--- config.mk ---
export PLATFORM = sky130hd
export DESIGN_NAME = dmx_refresh_ctrl
export DESIGN_NICKNAME = d
export VERILOG_FILES = /design/src/rtl/dmx_pkg.sv /design/src/rtl/dmx_tick_src.sv /design/src/rtl/dmx_scan_ctr.sv /design/src/rtl/dmx_char_ram.sv /design/src/rtl/dmx_col_gate.sv /design/src/rtl/dmx_refresh_ctrl.sv
export SDC_FILE = /design/constraint.sdc
export NUM_CORES = 1
export LEC_CHECK = 0
export ABC_AREA = 1
export CORE_UTILIZATION = 45
export DETAILED_ROUTE_END_ITERATION = 10
export PLACE_DENSITY = 0.78
export SYNTH_ARGS = -nofsm -noshare
export SYNTH_HDL_FRONTEND = slang
export SYNTH_SLANG_ARGS = --single-unit
--- constraint.sdc ---
create_clock -name clk -period 1.9 [get_ports clk]
set_input_delay 0.38 -clock clk [delete_from_list [all_inputs] [get_ports clk]]
set_output_delay 0.38 -clock clk [all_outputs]
set_load 0.05 [all_outputs]
--- src/rtl/dmx_pkg.sv ---
package dmx_pkg;
  localparam int ROWS     = 7;
  localparam int COLS     = 5;
  localparam int CODE_W   = 7;
  localparam int BYTE_W   = 8;
  localparam int SUBSLOTS = 4;
  localparam int ROW_W    = 3;
  localparam int SUB_W    = 2;

  typedef enum logic [1:0] {
    BR_DARK    = 2'd0,
    BR_QUARTER = 2'd1,
    BR_HALF    = 2'd2,
    BR_FULL    = 2'd3
  } bright_e;

  // Is the given sub-slot lit for the given brightness step?
  function automatic logic slot_lit(input bright_e b, input logic [SUB_W-1:0] sub);
    logic lit;
    unique case (b)
      BR_FULL:    lit = 1'b1;
      BR_HALF:    lit = (sub < 2'd2);
      BR_QUARTER: lit = (sub == 2'd0);
      default:    lit = 1'b0;
    endcase
    return lit;
  endfunction
endpackage

--- src/rtl/dmx_tick_src.sv ---
module dmx_tick_src #(
  parameter int INT_DIV = 1000
) (
  input  logic clk,
  input  logic rst,
  input  logic sel_int,
  input  logic ext_in,
  output logic tick,
  output logic tick_export
);
  localparam int DW = (INT_DIV > 1) ? $clog2(INT_DIV) : 1;
  localparam logic [DW-1:0] DIV_LAST = DW'(INT_DIV - 1);

  logic [DW-1:0] div_q;
  logic [2:0]    sync_q;
  logic          div_hit;
  logic          ext_rise;

  assign div_hit  = (div_q == DIV_LAST);
  assign ext_rise = sync_q[1] & ~sync_q[2];

  // Internal divider, held at zero while the external source is in use
  always_ff @(posedge clk) begin
    if (rst || !sel_int) begin
      div_q <= '0;
    end else if (div_hit) begin
      div_q <= '0;
    end else begin
      div_q <= div_q + 1'b1;
    end
  end

  // Two-stage synchronizer plus one history stage for edge detection
  always_ff @(posedge clk) begin
    if (rst) begin
      sync_q <= '0;
    end else begin
      sync_q <= {sync_q[1:0], ext_in};
    end
  end

  always_ff @(posedge clk) begin
    if (rst) begin
      tick        <= 1'b0;
      tick_export <= 1'b0;
    end else begin
      tick        <= sel_int ? div_hit : ext_rise;
      tick_export <= sel_int & div_hit;
    end
  end
endmodule

--- src/rtl/dmx_scan_ctr.sv ---
module dmx_scan_ctr
  import dmx_pkg::*;
#(
  parameter int BLINK_LOG2 = 4
) (
  input  logic             clk,
  input  logic             rst,
  input  logic             tick,
  output logic [ROW_W-1:0] row,
  output logic [SUB_W-1:0] sub,
  output logic             blink_off
);
  localparam int FW = BLINK_LOG2 + 1;
  localparam logic [ROW_W-1:0] ROW_LAST = ROW_W'(ROWS - 1);
  localparam logic [SUB_W-1:0] SUB_LAST = SUB_W'(SUBSLOTS - 1);

  logic [FW-1:0] frame_q;

  always_ff @(posedge clk) begin
    if (rst) begin
      sub     <= '0;
      row     <= '0;
      frame_q <= '0;
    end else if (tick) begin
      if (sub == SUB_LAST) begin
        sub <= '0;
        if (row == ROW_LAST) begin
          row     <= '0;
          frame_q <= frame_q + 1'b1;
        end else begin
          row <= row + 1'b1;
        end
      end else begin
        sub <= sub + 1'b1;
      end
    end
  end

  assign blink_off = frame_q[FW-1];
endmodule

--- src/rtl/dmx_char_ram.sv ---
module dmx_char_ram
  import dmx_pkg::*;
#(
  parameter int NUM_DIGITS = 4,
  parameter int AW         = 2
) (
  input  logic                         clk,
  input  logic                         wr_en,
  input  logic [AW-1:0]                wr_addr,
  input  logic [BYTE_W-1:0]            wr_data,
  output logic [NUM_DIGITS*CODE_W-1:0] codes,
  output logic [NUM_DIGITS-1:0]        attrs
);
  logic [BYTE_W-1:0] mem_q [NUM_DIGITS];

  // Storage has no reset on purpose: a counter reset must leave text intact
  always_ff @(posedge clk) begin
    if (wr_en && (int'(wr_addr) < NUM_DIGITS)) begin
      mem_q[wr_addr] <= wr_data;
    end
  end

  for (genvar d = 0; d < NUM_DIGITS; d++) begin : g_rd
    assign codes[d*CODE_W +: CODE_W] = mem_q[d][CODE_W-1:0];
    assign attrs[d]                  = mem_q[d][BYTE_W-1];
  end
endmodule

--- src/rtl/dmx_col_gate.sv ---
module dmx_col_gate
  import dmx_pkg::*;
#(
  parameter int NUM_DIGITS = 4
) (
  input  logic                       clk,
  input  logic                       rst,
  input  logic [ROW_W-1:0]           row,
  input  logic [SUB_W-1:0]           sub,
  input  logic                       blink_off,
  input  logic [NUM_DIGITS-1:0]      attrs,
  input  logic [NUM_DIGITS*COLS-1:0] pattern,
  input  bright_e                    bright,
  input  logic                       blank,
  input  logic                       lamp_test,
  output logic [ROWS-1:0]            row_out,
  output logic [NUM_DIGITS*COLS-1:0] col_out
);
  logic                       lit;
  logic [NUM_DIGITS*COLS-1:0] col_next;

  assign lit = slot_lit(bright, sub);

  // Priority: lamp test, then blank, then brightness and blink gating
  always_comb begin
    for (int d = 0; d < NUM_DIGITS; d++) begin
      if (lamp_test) begin
        col_next[d*COLS +: COLS] = '1;
      end else if (blank || !lit || (attrs[d] && blink_off)) begin
        col_next[d*COLS +: COLS] = '0;
      end else begin
        col_next[d*COLS +: COLS] = pattern[d*COLS +: COLS];
      end
    end
  end

  always_ff @(posedge clk) begin
    if (rst) begin
      row_out <= '0;
      col_out <= '0;
    end else begin
      row_out <= ROWS'(1) << row;
      col_out <= col_next;
    end
  end
endmodule

--- src/rtl/dmx_refresh_ctrl.sv ---
module dmx_refresh_ctrl
  import dmx_pkg::*;
#(
  parameter int NUM_DIGITS = 4,
  parameter int INT_DIV    = 1000,
  parameter int BLINK_LOG2 = 4,
  localparam int AW        = (NUM_DIGITS > 1) ? $clog2(NUM_DIGITS) : 1
) (
  input  logic                         clk,
  input  logic                         rst,
  input  logic                         clk_sel,
  input  logic                         ext_clk_in,
  output logic                         tick_out,
  input  logic                         wr_en,
  input  logic [AW-1:0]                wr_addr,
  input  logic [7:0]                   wr_data,
  input  logic [1:0]                   bright,
  input  logic                         blank,
  input  logic                         lamp_test,
  output logic [NUM_DIGITS*7-1:0]      font_code,
  output logic [2:0]                   font_row,
  input  logic [NUM_DIGITS*5-1:0]      font_cols,
  output logic [6:0]                   row_out,
  output logic [NUM_DIGITS*5-1:0]      col_out
);
  logic                  tick;
  logic [ROW_W-1:0]      row;
  logic [SUB_W-1:0]      sub;
  logic                  blink_off;
  logic [NUM_DIGITS-1:0] attrs;

  dmx_tick_src #(.INT_DIV(INT_DIV)) u_tick (
    .clk         (clk),
    .rst         (rst),
    .sel_int     (clk_sel),
    .ext_in      (ext_clk_in),
    .tick        (tick),
    .tick_export (tick_out)
  );

  dmx_scan_ctr #(.BLINK_LOG2(BLINK_LOG2)) u_scan (
    .clk       (clk),
    .rst       (rst),
    .tick      (tick),
    .row       (row),
    .sub       (sub),
    .blink_off (blink_off)
  );

  dmx_char_ram #(.NUM_DIGITS(NUM_DIGITS), .AW(AW)) u_ram (
    .clk     (clk),
    .wr_en   (wr_en),
    .wr_addr (wr_addr),
    .wr_data (wr_data),
    .codes   (font_code),
    .attrs   (attrs)
  );

  assign font_row = row;

  dmx_col_gate #(.NUM_DIGITS(NUM_DIGITS)) u_gate (
    .clk       (clk),
    .rst       (rst),
    .row       (row),
    .sub       (sub),
    .blink_off (blink_off),
    .attrs     (attrs),
    .pattern   (font_cols),
    .bright    (bright_e'(bright)),
    .blank     (blank),
    .lamp_test (lamp_test),
    .row_out   (row_out),
    .col_out   (col_out)
  );
endmodule

==> summary.md <==
| Metric | Value |
|---|---|
| Sink Count | `84` |
| Violated checks | `DRC` |
| Placed cell areas | `4110 sq um` |
| Final worst-path cycle share | `98.50%` |
| Sequential fraction of the synthesis area | `65.93%` |
| Gpl congestion | `0.7551` |
| Final critical-path required period | `1.871 ns` |
| H-tree depth | `3` |
| Post-DP HPWL | `4728 um` |
| Initial DRT Pass Iterations | `7` |
| Worst path max stage delay | `0.80 ns` |
| Logic gate share of total power | `13.8%` |
| Total chip power | `3.735 mW` |
| Initial DRC Count | `120` |
| Setup Buffers After CTS | `0` |
| Maximum VDD drop | `0.0005414 V` |
| Largest net degree at the start of global routing | `27` |
| # IOs | `98` |
| Area contributors post-synth | `dfxtp_1 34%, edfxtp_1 32%, nand4_1 5.2%` |
| Final setup violation count | `0` |
| Synth warn | `0` |
| Synth area leader | `dfxtp_1` |
| Clk Latency, worst-skew pair | `0.35 ns` |
| Clk pwr share | `33.8%` |
| Die ar. | `7080 sq um` |
| Max Cap Viol | `0` |
| R2R depth | `8` |
| Sw Share | `26.52%` |
| P_int | `2.745 mW` |
| FP Rows | `29` |
| Slew margin rel. | `63.63%` |
| CP Launch Type | `flip-flop` |
| Die width | `84.15 um` |
| Vias in the first global route | `2256` |
| DR DRC count | `10` |
| Status | `finished, violations left` |
| Critical Setup Path Class | `flip-flop to output port` |
| Cts bufs inserted | `9` |
| Crit end category | `output port` |
| Initial antenna violation count | `0` |
| Synthesized Nets | `335` |
| Synthesized area per cell | `10.40 sq um` |
| ANT cells | `0` |
| Pleak | `1.824 nW` |
| Die Height | `84.15 um` |
| Crit path required time | `1.52 ns` |
| Buf+Inv Stages, Crit Path | `1` |
| WL per Instance | `13.68 um` |
| TritonCTS clock tree | `yes` |
| ANT nets after route | `0` |
| Final Cell Area | `4349 sq um` |
| Syn Std Cell Area | `3037 sq um` |
| Top delay family on crit path | `buffers and inverters` |
| Maximum clock rate | `534.4 MHz` |
| Flop pwr share | `52.4%` |
| Worst clock skew | `0.007404 ns` |
| Syn Inst Count | `292` |
| Port buffer count | `97` |
| WHS | `0.4261 ns` |
| Worst-case clock buffer depth | `2` |
| Levels on crit path | `1` |
| Distinct cells, synth | `27` |
| First-pass GRT wire length | `10460 um` |
| Total track usage | `19.33%` |
| Nets | `444` |
| CP arrival | `1.49 ns` |
| Max-slew violation count | `0` |
| Hold Crit Class | `flip-flop to flip-flop` |
| CP Max Fanout | `1` |
| Initial core utilization | `47.28%` |
| Clock root buffer | `clkbuf_8` |
| Total Routed Length | `6608 um` |
| Critical Path Slowest Stage Cell | `clkdlybuf4s50_1` |
| Worst-path clk slew | `0.09 ns` |
| Share of cells above drive strength 1 | `12.32%` |
| Sw Pwr | `0.9904 mW` |
| Area share of the largest cell type after synthesis | `34.28%` |
| Tightest Pin Transition | `0.5450 ns` |
| Yosys reg bits | `84` |
| Hold path depth | `2` |
| Cell Chain, Critical Path | `clkdlybuf4s50_1` |
| Placeable core area | `6422 sq um` |
| Grt total ovfl | `0` |
| Area grow syn2layout | `43.22%` |
| Cell Pwr Density | `858.8 nW/um^2` |
| Final Hold Viols | `0` |
| TNS Setup | `0 ns` |
| Vias per Instance | `5.041` |
| Vias | `2435` |
## metrics by stage
step | utilization, % | cells | worst slack, ns
2_1_floorplan | - | 292 | 0.4571
3_5_place_dp | 64.00 | 467 | 0.2526
4_1_cts | 67.02 | 483 | 0.001374
6_report | 67.72 | 483 | 0.02857
5_1_grt | 67.72 | 483 | -0.001831
3_3_place_gp | 64.00 | 467 | 0.2876
## layer usage
layer,vias to the layer above,part of all wire [%],global-route usage (%)
met4,0,1.6,8.307
met1,1131,43,23.21
met3,14,8.5,7.375
li1,1199,-,-
met2,91,47,31.22
met5,-,0,0
## layout by cell type (no fill, tap or decap), drive strengths merged, types with 5 or more instances in the layout
| cell | count |
|---|---|
| o21ai | 5 |
| nor2 | 38 |
| dfxtp | 52 |
| buf | 19 |
| nand4 | 25 |
| nand2 | 40 |
| clkbuf | 9 |
| dlymetal6s2s | 18 |
| inv | 36 |
| clkdlybuf4s50 | 66 |
| nand3 | 9 |
| edfxtp | 32 |
| nor3 | 6 |
| a21oi | 30 |
## worst register-to-register path: cells and delay by family, from the launching register on
family,cells,cell delay (ns)
adder cells (fa/ha/maj),1,0.19
AND/OR/NAND/NOR,7,0.65
flip-flops,1,0.38
## cell families (layout without fill, tap and decap cells)
kind of cell,after synthesis,in the layout,share of synthesized area (%)
AOI/OAI and AO/OA,37,37,6.345
xor gates and xnor gates,4,4,1.154
adders and majority gates,4,4,1.648
buffers and inverters,43,157,5.727
DFF,84,84,65.93
and+or+nand+nor,120,120,19.20
## worst paths after layout
check                 endpoint         startpoint  slack (ns)
min           u_tick.sync_q[1]   u_tick.sync_q[0]        0.43
max reg2reg  u_scan.frame_q[3]      u_scan.sub[0]        0.58
min reg2reg   u_tick.sync_q[1]   u_tick.sync_q[0]        0.43
max              font_code[15]  u_ram.mem_q[2][1]        0.03
## power by group through the flow
stage / Clock, mW / Sequential (mW) / Combinational, mW
detailed placement: 0 / 2.00 / 0.518
CTS: 1.27 / 1.96 / 0.517
finish: 1.26 / 1.96 / 0.514
floorplan: 0 / 2.21 / 0.0849
global route: 1.37 / 1.96 / 0.540
global placement: 0 / 2.00 / 0.511
## area by class of cell
cell class,count,area [sq um]
sequential,84,2002
timing repair buffer,107,1064
multi-input combinational,165,860.8
inverter,34,127.6
clock inverter,7,75.07
fill,477,2073
tap,77,96.34
clock buffer,9,123.9
## flip-flops by register name (all words and copies together) (netlist names)
register            flops
u_tick.tick             1
u_tick.sync_q           3
u_tick.tick_export      1
u_gate.col_out         20
u_scan.frame_q          5
u_ram.mem_q            32
u_tick.div_q           10
u_scan.row              3
u_gate.row_out          7
u_scan.sub              2
## repair_timing
item | in CTS | in global routing
gates cloned | 0 | 0
resized for setup | 4 | 18
setup endpoints to repair | 4 | 18
hold buffers | 0 | 0
## synth_stat cells (all sizes together)
master and number:
xor2 3, nand4 25, clkbuf 3, inv 34
nand3b 1, nor3 6, or2 1, ha 4
dfxtp 52, nand2 40, a31oi 1, xnor2 1
o21bai 1, o21ai 5, nor2 38, nand3 9
buf 6, a21oi 30, edfxtp 32
Power figures use the tool's default switching activity.
